$ cat config.mk
export PLATFORM = sky130hd
export DESIGN_NAME = uart_bank_regs
export DESIGN_NICKNAME = d
export VERILOG_FILES = /design/src/rtl/uart_bank_pkg.sv /design/src/rtl/uart_bank_decode.sv /design/src/rtl/uart_bank_srst.sv /design/src/rtl/uart_bank_regs.sv
export SDC_FILE = /design/constraint.sdc
export NUM_CORES = 1
export LEC_CHECK = 0
export BUFFER_PORTS_ARGS = -buffer_cell sky130_fd_sc_hd__clkbuf_2
export CORE_MARGIN = 2
export CORE_UTILIZATION = 52
export DETAILED_ROUTE_END_ITERATION = 16
export PLACE_DENSITY = 0.76
export SYNTH_ARGS = -nofsm -noshare
export SYNTH_HDL_FRONTEND = slang
export SYNTH_SLANG_ARGS = --single-unit
$ cat constraint.sdc
create_clock -name clk -period 5.5 [get_ports clk]
set_clock_uncertainty 0.15 [all_clocks]
set_input_delay 1.1 -clock clk [delete_from_list [all_inputs] [get_ports clk]]
set_output_delay 1.1 -clock clk [all_outputs]
set_load 0.005 [all_outputs]
$ cat src/rtl/uart_bank_pkg.sv
package uart_bank_pkg;

  typedef enum logic [1:0] {
    BANK_OPER = 2'd0,
    BANK_CFGA = 2'd1,
    BANK_CFGB = 2'd2
  } bank_e;

  typedef enum logic [3:0] {
    SEL_NONE,
    SEL_HOLD,
    SEL_DLO,
    SEL_DHI,
    SEL_IEN,
    SEL_XFEAT,
    SEL_LCTL,
    SEL_MCTL,
    SEL_FCTL,
    SEL_LSTAT,
    SEL_TRIG,
    SEL_MDEF,
    SEL_SRCTL,
    SEL_SRSTAT
  } reg_sel_e;

  localparam int OFS_HOLD  = 0;
  localparam int OFS_IEN   = 1;
  localparam int OFS_FCX   = 2;
  localparam int OFS_LCTL  = 3;
  localparam int OFS_MCTL  = 4;
  localparam int OFS_LSTAT = 5;
  localparam int OFS_TRIG  = 7;
  localparam int OFS_MDEF  = 8;
  localparam int OFS_SRCTL = 21;
  localparam int OFS_SRSTA = 22;

  localparam logic [7:0] LCTL_CFGB_KEY = 8'hBF;
  localparam int XFEAT_EN_BIT = 4;
  localparam int MCTL_SUB_BIT = 6;
  localparam int SRCTL_GO_BIT = 1;

  function automatic bank_e bank_of(input logic [7:0] lctl);
    if (lctl == LCTL_CFGB_KEY) return BANK_CFGB;
    else if (lctl[7])          return BANK_CFGA;
    else                       return BANK_OPER;
  endfunction

endpackage

$ cat src/rtl/uart_bank_decode.sv
module uart_bank_decode
  import uart_bank_pkg::*;
#(
  parameter int ADDR_W = 5
) (
  input  logic [ADDR_W-1:0] addr,
  input  logic [7:0]        lctl,
  input  logic              submode,
  output reg_sel_e          sel
);

  bank_e bank;

  always_comb begin
    bank = bank_of(lctl);
    sel  = SEL_NONE;
    case (addr)
      ADDR_W'(OFS_HOLD):  sel = (bank == BANK_OPER) ? SEL_HOLD  : SEL_DLO;
      ADDR_W'(OFS_IEN):   sel = (bank == BANK_OPER) ? SEL_IEN   : SEL_DHI;
      ADDR_W'(OFS_FCX):   sel = (bank == BANK_CFGB) ? SEL_XFEAT : SEL_FCTL;
      ADDR_W'(OFS_LCTL):  sel = SEL_LCTL;
      ADDR_W'(OFS_MCTL):  sel = (bank == BANK_CFGB) ? SEL_NONE  : SEL_MCTL;
      ADDR_W'(OFS_LSTAT): sel = (bank == BANK_OPER) ? SEL_LSTAT : SEL_NONE;
      ADDR_W'(OFS_TRIG):  sel = submode ? SEL_TRIG : SEL_NONE;
      ADDR_W'(OFS_MDEF):  sel = SEL_MDEF;
      ADDR_W'(OFS_SRCTL): sel = SEL_SRCTL;
      ADDR_W'(OFS_SRSTA): sel = SEL_SRSTAT;
      default:            sel = SEL_NONE;
    endcase
  end

endmodule

$ cat src/rtl/uart_bank_srst.sv
module uart_bank_srst #(
  parameter int RST_CYC = 4
) (
  input  logic clk,
  input  logic rst_n,
  input  logic kick,
  output logic busy,
  output logic done
);

  localparam int CNT_W = $clog2(RST_CYC) + 1;

  logic [CNT_W-1:0] cnt_q;

  always_ff @(posedge clk or negedge rst_n) begin
    if (!rst_n) begin
      busy  <= 1'b0;
      done  <= 1'b1;
      cnt_q <= '0;
    end else if (kick) begin
      busy  <= 1'b1;
      done  <= 1'b0;
      cnt_q <= '0;
    end else if (busy) begin
      if (cnt_q == CNT_W'(RST_CYC - 1)) begin
        busy <= 1'b0;
        done <= 1'b1;
      end else begin
        cnt_q <= cnt_q + 1'b1;
      end
    end
  end

endmodule

$ cat src/rtl/uart_bank_regs.sv
module uart_bank_regs
  import uart_bank_pkg::*;
#(
  parameter int ADDR_W  = 5,
  parameter int DATA_W  = 16,
  parameter int RST_CYC = 4
) (
  input  logic              clk,
  input  logic              rst_n,
  input  logic [ADDR_W-1:0] bus_addr,
  input  logic              bus_wr,
  input  logic              bus_rd,
  input  logic [DATA_W-1:0] bus_wdata,
  output logic [DATA_W-1:0] bus_rdata,
  input  logic [7:0]        rx_data,
  input  logic              rx_avail,
  output logic              rx_pop,
  input  logic              tx_fifo_empty,
  output logic              tx_valid,
  output logic [7:0]        tx_data,
  output logic [15:0]       baud_div,
  output logic              uart_en,
  output logic              fifo_en,
  output logic [7:0]        irq_en
);

  localparam int BYTE_W = 8;
  localparam int MDEF_W = 3;
  localparam logic [MDEF_W-1:0] MDEF_OFF  = '1;
  localparam logic [MDEF_W-1:0] MDEF_RUN  = '0;
  localparam int LSTAT_RX = 0;
  localparam int LSTAT_TX = 5;

  reg_sel_e sel;
  logic     submode, sr_busy, sr_done, wr_ok, kick;

  logic [BYTE_W-1:0]   lctl_q, xfeat_q, mctl_q, ien_q, trig_q, dlo_q, dhi_q;
  logic [MDEF_W-1:0]   mdef_q;
  logic                fen_q;
  logic [2*BYTE_W-1:0] div_q;
  logic                txv_q;
  logic [BYTE_W-1:0]   txd_q;

  logic unused_wdata_hi;
  assign unused_wdata_hi = ^bus_wdata[DATA_W-1:BYTE_W];

  assign submode = xfeat_q[XFEAT_EN_BIT] & mctl_q[MCTL_SUB_BIT];
  assign wr_ok   = bus_wr & ~sr_busy;
  assign kick    = wr_ok & (sel == SEL_SRCTL) & bus_wdata[SRCTL_GO_BIT];

  uart_bank_decode #(.ADDR_W(ADDR_W)) u_dec (
    .addr    (bus_addr),
    .lctl    (lctl_q),
    .submode (submode),
    .sel     (sel)
  );

  uart_bank_srst #(.RST_CYC(RST_CYC)) u_srst (
    .clk   (clk),
    .rst_n (rst_n),
    .kick  (kick),
    .busy  (sr_busy),
    .done  (sr_done)
  );

  always_ff @(posedge clk or negedge rst_n) begin
    if (!rst_n) begin
      lctl_q  <= '0;
      xfeat_q <= '0;
      mctl_q  <= '0;
      ien_q   <= '0;
      trig_q  <= '0;
      dlo_q   <= '0;
      dhi_q   <= '0;
      mdef_q  <= MDEF_OFF;
      fen_q   <= 1'b0;
      div_q   <= '0;
      txv_q   <= 1'b0;
      txd_q   <= '0;
    end else begin
      txv_q <= 1'b0;
      if (kick) begin
        lctl_q  <= '0;
        xfeat_q <= '0;
        mctl_q  <= '0;
        ien_q   <= '0;
        trig_q  <= '0;
        dlo_q   <= '0;
        dhi_q   <= '0;
        mdef_q  <= MDEF_OFF;
        fen_q   <= 1'b0;
        div_q   <= '0;
      end else if (wr_ok) begin
        case (sel)
          SEL_HOLD: begin
            txv_q <= 1'b1;
            txd_q <= bus_wdata[BYTE_W-1:0];
          end
          SEL_DLO:   dlo_q   <= bus_wdata[BYTE_W-1:0];
          SEL_DHI:   dhi_q   <= bus_wdata[BYTE_W-1:0];
          SEL_IEN: begin
            ien_q[3:0] <= bus_wdata[3:0];
            if (xfeat_q[XFEAT_EN_BIT]) ien_q[7:4] <= bus_wdata[7:4];
          end
          SEL_XFEAT: xfeat_q <= bus_wdata[BYTE_W-1:0];
          SEL_LCTL:  lctl_q  <= bus_wdata[BYTE_W-1:0];
          SEL_MCTL:  mctl_q  <= bus_wdata[BYTE_W-1:0];
          SEL_FCTL:  fen_q   <= bus_wdata[0];
          SEL_TRIG:  trig_q  <= bus_wdata[BYTE_W-1:0];
          SEL_MDEF: begin
            if (bus_wdata[MDEF_W-1:0] == MDEF_RUN && mdef_q != MDEF_RUN)
              div_q <= {dhi_q, dlo_q};
            mdef_q <= bus_wdata[MDEF_W-1:0];
          end
          default: ;
        endcase
      end
    end
  end

  always_comb begin
    bus_rdata = '0;
    case (sel)
      SEL_HOLD:   bus_rdata = DATA_W'(rx_data);
      SEL_DLO:    bus_rdata = DATA_W'(dlo_q);
      SEL_DHI:    bus_rdata = DATA_W'(dhi_q);
      SEL_IEN:    bus_rdata = DATA_W'(ien_q);
      SEL_XFEAT:  bus_rdata = DATA_W'(xfeat_q);
      SEL_LCTL:   bus_rdata = DATA_W'(lctl_q);
      SEL_MCTL:   bus_rdata = DATA_W'(mctl_q);
      SEL_TRIG:   bus_rdata = DATA_W'(trig_q);
      SEL_MDEF:   bus_rdata = DATA_W'(mdef_q);
      SEL_LSTAT: begin
        bus_rdata[LSTAT_RX] = rx_avail;
        bus_rdata[LSTAT_TX] = tx_fifo_empty;
      end
      SEL_SRCTL:  bus_rdata[SRCTL_GO_BIT] = sr_busy;
      SEL_SRSTAT: bus_rdata[0] = sr_done;
      default:    bus_rdata = '0;
    endcase
  end

  assign rx_pop   = bus_rd & (sel == SEL_HOLD) & rx_avail;
  assign tx_valid = txv_q;
  assign tx_data  = txd_q;
  assign baud_div = div_q;
  assign uart_en  = (mdef_q == MDEF_RUN);
  assign fifo_en  = fen_q;
  assign irq_en   = ien_q;

endmodule

After elaboration in Yosys (flattened, before gate mapping)
Index checks and enable logic that the tools add are counted.
{"block": "totals", "regBits": 90, "input_bits": 35, "out_inout_bits": 52, "wordCells": 143}
{"block": "op_classes", "addsub": 1, "eq_ne": 26, "muxes": 58, "n_bitwise": 8, "n_reduce_logical": 34}
{"operator": "8-bit two-way mux", "n": 21}
{"operator": "16-bit two-way mux", "n": 4}
{"operator": "4-bit one-hot mux with 10 select lines", "n": 1}
{"operator": "2-bit nonzero test", "n": 14}
{"operator": "3-bit one-hot mux with 9 select lines", "n": 1}
{"operator": "4-bit equality test (second input constant)", "n": 6}
{"operator": "3-bit two-way mux", "n": 8}
{"operator": "2-bit AND reduction", "n": 11}
{"operator": "4-bit by 3-bit equality test with 1-bit output (second input constant)", "n": 4}
{"operator": "4-bit two-way mux", "n": 4}
{"operator": "2-bit one-hot mux with 8 select lines", "n": 1}
{"operator": "5-bit by 3-bit equality test with 1-bit output (second input constant)", "n": 3}
{"operator": "1-bit two-way mux", "n": 13}
{"operator": "1-bit one-hot mux with 11 select lines", "n": 1}
{"operator": "5-bit by 2-bit equality test with 1-bit output (second input constant)", "n": 2}
{"operator": "5-bit equality test (second input constant)", "n": 2}
{"operator": "1-bit one-hot mux with 10 select lines", "n": 1}
{"operator": "1-bit one-hot mux with 9 select lines", "n": 1}
{"operator": "3-bit AND reduction", "n": 3}
{"operator": "4-bit by 2-bit equality test with 1-bit output (second input constant)", "n": 2}
{"operator": "8-bit equality test (second input constant)", "n": 1}
{"operator": "1-bit AND", "n": 6}
{"operator": "3-bit logical NOT", "n": 2}
{"operator": "5-bit by 1-bit equality test with 1-bit output (second input constant)", "n": 1}
{"operator": "12 further kinds", "n": 14}

Depth between registers and ports, before layout
{"block": "depth", "word_depth": 10, "mapped_depth": 10, "ltp_nobuf": 6}

Cells and area by module
Synthesis repeated with hierarchy kept, for this count alone.
{"block": "unflattened", "cells_unflattened": 495, "area_unflattened_um2": 4850.9}
{"module": "uart_bank_regs", "n_inst": 1, "cells_each": 440, "area_each_um2": 4332.9, "seq_area_each_um2": 2130.8}
{"module": "uart_bank_decode", "n_inst": 1, "cells_each": 35, "area_each_um2": 272.8, "seq_area_each_um2": 0.0}
{"module": "uart_bank_srst", "n_inst": 1, "cells_each": 20, "area_each_um2": 245.2, "seq_area_each_um2": 126.4}

Least setup slack after synthesis
No wires, ideal clock.
{"block": "synth_timing", "path_kind": "input -> output", "startpoint": "input bus_addr[4]", "endpoint": "output bus_rdata[0]", "arrival_time_ns": 2.922, "t_required_ns": 4.250, "setup_slack_ns": 1.328, "cell_stages": 10, "path_buffers": 4, "cell_sequence": "buf_4 -> nor2_2 -> nor4bb_1 -> buf_6 -> or4_1 -> buf_6 -> nor3_4 -> buf_2 -> a22oi_1 -> nand3_1"}
{"block": "synth_between", "elab_chain_cells": 4, "elab_cells_between_ends": 23, "classes_between": "20 x eq/ne; 2 x mux; 1 x reduce/logical"}
{"item": "from (decl)", "line_no": "uart_bank_regs.sv:10", "rtl": "input logic [ADDR_W-1:0] bus_addr,"}
{"item": "5-bit equality test (tied with other cells)", "line_no": "uart_bank_decode.sv:17", "rtl": "case (addr)"}
{"item": "4-bit one-hot mux with 10 select lines *", "line_no": "uart_bank_decode.sv:17"}
{"item": "4-bit equality test (tied with other cells)", "line_no": "uart_bank_regs.sv:123", "rtl": "case (sel)"}
{"item": "1-bit one-hot mux with 11 select lines *", "line_no": "uart_bank_regs.sv:123"}
{"item": "to (decl)", "line_no": "uart_bank_regs.sv:14", "rtl": "output logic [DATA_W-1:0] bus_rdata,"}
Every way passes the cells marked *; elsewhere a longest branch is shown, timed or not.

Final worst setup path
{"block": "layout_timing", "startpoint": "input bus_addr[2]", "endpoint": "output bus_rdata[6]"}
{"block": "layout_between", "elab_chain_cells": 4, "elab_cells_between_ends": 20, "classes_between": "17 x eq/ne; 2 x mux; 1 x reduce/logical"}
{"item": "5-bit equality test (tied with other cells)", "line_no": "uart_bank_decode.sv:17"}
{"item": "4-bit one-hot mux with 10 select lines *", "line_no": "uart_bank_decode.sv:17"}
{"item": "4-bit equality test (tied with other cells)", "line_no": "uart_bank_regs.sv:123"}
{"item": "2-bit one-hot mux with 8 select lines *", "line_no": "uart_bank_regs.sv:123"}
Marked as above.

==> reports/metrics.yaml <==
synth_cell_types: 54
vias_per_cell: 6.05
io_pins: 87
vias: 3693
path_clk_slew_ns: 0.09
area_growth_pct: 11.8
fp-row-count: 34
ctsRootBufferMaster: "clkbuf_8"
cap_violations: 0
syn-instance-count: 451
drc: 0
final_common_cell: "dfrtp_1"
ctsResizeCount: 0
n_antenna_cell: 0
syn_area_um2: 4540
critPathMaxFanout: 14
grt_pass1_wl_um: 18500
max_freq_ghz: 0.212
synthFlopType: "dfrtp_1"
grt_max_degree: 91
synth_mux_area_share_pct: 7.97
status: "finished, final reports clean"
dp_cells: 594
cts_num_sinks: 90
worst_pin_slew_ns: 1.12
rsz0062_at_grt: "false"
p_comb_share_pct: 17.7
globalplace.congestion: 0.859
start_util_pct: 52.8
die_width_um: 97.4
setup_ws_ns: 0.782
dieArea_um2: 9490
layout_common_cells: "86 x dfrtp_1, 69 x clkbuf_2, 48 x nand2_1"
grt_pass1_vias: 3521
wl_per_cell_um: 18.7
finalMaxSlewViolations: 0
p_seq_share_pct: 52.1
groute.usage.overall_pct: 24.2
synth-xor-area-share_pct: 0.386
crit_type: "in2out"
start_kind: "input pin"
cp.arrival_ns: 3.47
synthAdderAreaFrac_pct: 0.551
drt-total-wl_um: 11400
yosys_warnings: 0
coreArea_um2: 8590
dp.final_hpwl_um: 7710
pre_cts_ws_ns: 0.836
fin_cells: 610
cts_setup_buffers: 0
synth_simple_gate_area_share_pct: 18.4
cts_buffers: 9
synthArstFlopShare_pct: 100
hold_buffers: 0
synth_top_family_by_area: "simple AND/OR/NAND/NOR gates"
ir_drop_mv: 0.203
antenna_found_initial: 0
post_route_cells_drive_above_1_share_pct: 24.1
overflow: 0
synth_compound_area_share_pct: 16.7
die-height_um: 97.4
hold_class: "reg2reg"
end_kind: "primary output"
p_leak_nw: 2.42
insertion_delay_ns: 0.36
relSlewSlack_pct: 25.2
cellPowerDensity_nw_per_um2: 322
ys_ff_latch: 90
p_total_mw: 1.64
setup_tns_ns: 0
post-route-period-util_pct: 85.8
setup_viol: 0
hold_violations: 0
firstDrtPassIters: 5
min_period_ns: 4.72
switchingPower_uw: 505
cts_tree: "done"
io_buffers: 70
swShare_pct: 30.9
yosysSeqAreaShare_pct: 49.7
drt-initial-drc-count: 302
cts_max_level: 3
fin_nets: 534
worstPathRequired_ns: 4.25
syn_area_per_cell_um2: 10.1
postRouteAntennaNets: 0
clk_path_buf_depth: 2
internal_power_mw: 1.13
synth-edff-count: 0
power.clock.fraction_pct: 30.2
-- through the flow --
step,utilization (%),hold slack (ns),instance area [µm²]
global route,59.0,0.371,5070
floorplan,-,0.305,4570
finish,59.0,0.354,5070
global placement,56.5,0.327,4860
detailed placement,56.5,0.334,4860
CTS,59.0,0.348,5070
-- power groups by stage --
| stage | registers (mW) | logic [mW] | clock network [mW] |
|---|---|---|---|
| floorplan | 0.839 | 0.200 | 0 |
| global placement | 0.860 | 0.277 | 0 |
| detailed placement | 0.863 | 0.290 | 0 |
| CTS | 0.851 | 0.293 | 0.496 |
| global route | 0.864 | 0.323 | 0.529 |
| finish | 0.853 | 0.290 | 0.493 |
-- routing by layer --
layer  up-vias  share of wire (%)  track usage [%]
met5         -                  0                0
met4         0               0.91             7.37
met3         8                8.1             4.53
met2       192                 48             37.7
met1      1797                 43             34.7
li1       1696                  -                -
-- state kept, by name, summed over array words and instances, names as in the netlist, 8 cells and up --
signal and flops:
tx_data 8, trig_q 8, baud_div 16, lctl_q 8, dhi_q 8, irq_en 8
dlo_q 8, mctl_q 8, xfeat_q 8
-- cells by family after synthesis --
group,count (synthesis)
flip-flops,90
AND/OR/NAND/NOR,162
buffers and inverters,55
XOR/XNOR,2
multiplexers,34
AO/OA/AOI/OAI,105
adder cells (fa/ha/maj),2
other,1
-- worst max-delay path: stages --
cell and delay [ns]:
clkbuf_2 0.20, nor2_2 0.10, nor4bb_1 0.13, buf_4 0.17, or4_1 0.72, nor3_4 0.61
a22oi_1 0.21, nand2_1 0.11, clkbuf_2 0.11
-- synth_stat cells (4+ instances only) --
master     n  area, µm²
dfstp_2    4        105
nor2_1    36        135
buf_4     12       90.1
mux2i_1   26        260
nand2_1   48        180
inv_1      6       22.5
mux2_2     5       56.3
nor3_1     5       25.0
dfrtp_1   86       2150
a32o_1     8       80.1
a22oi_1   20        150
a21oi_1   42        210
or2_2      4       25.0
a222oi_1   6       60.1
a22o_1    12        105
and3_1     4       25.0
nand3_1   39        195
buf_2      5       25.0
clkbuf_1  28        105
o21ai_0    4       20.0
nor2b_1    5       31.3
-- area by class of cell --
class	instances	area, µm²
fillers	726	3520
flip-flops and latches	90	2260
multi-input cells	313	2040
repair buffers	77	405
well taps	108	135
clock buffers	9	124
clock inverters	7	92.6
inverters	6	22.5
-- worst paths after layout --
path / startpoint / to / slack, ns / cells after the start
max in group asynchronous: rst_n / fifo_en$_DFFE_PN0P_ / 3.70 / 1
min in group asynchronous: rst_n / tx_data[3]$_DFFE_PN0P_ / 0.79 / 1
hold reg to reg: mdef_q[1]$_DFFE_PN1P_ / mdef_q[1]$_DFFE_PN1P_ / 0.35 / 2
setup / recovery: bus_addr[2] / bus_rdata[6] / 0.78 / 9
setup reg to reg: lctl_q[7]$_DFFE_PN0P_ / dlo_q[6]$_DFFE_PN0P_ / 2.14 / 7
hold / removal: mdef_q[1]$_DFFE_PN1P_ / mdef_q[1]$_DFFE_PN1P_ / 0.35 / 2
No activity file was read; power rests on OpenSTA's default activity.
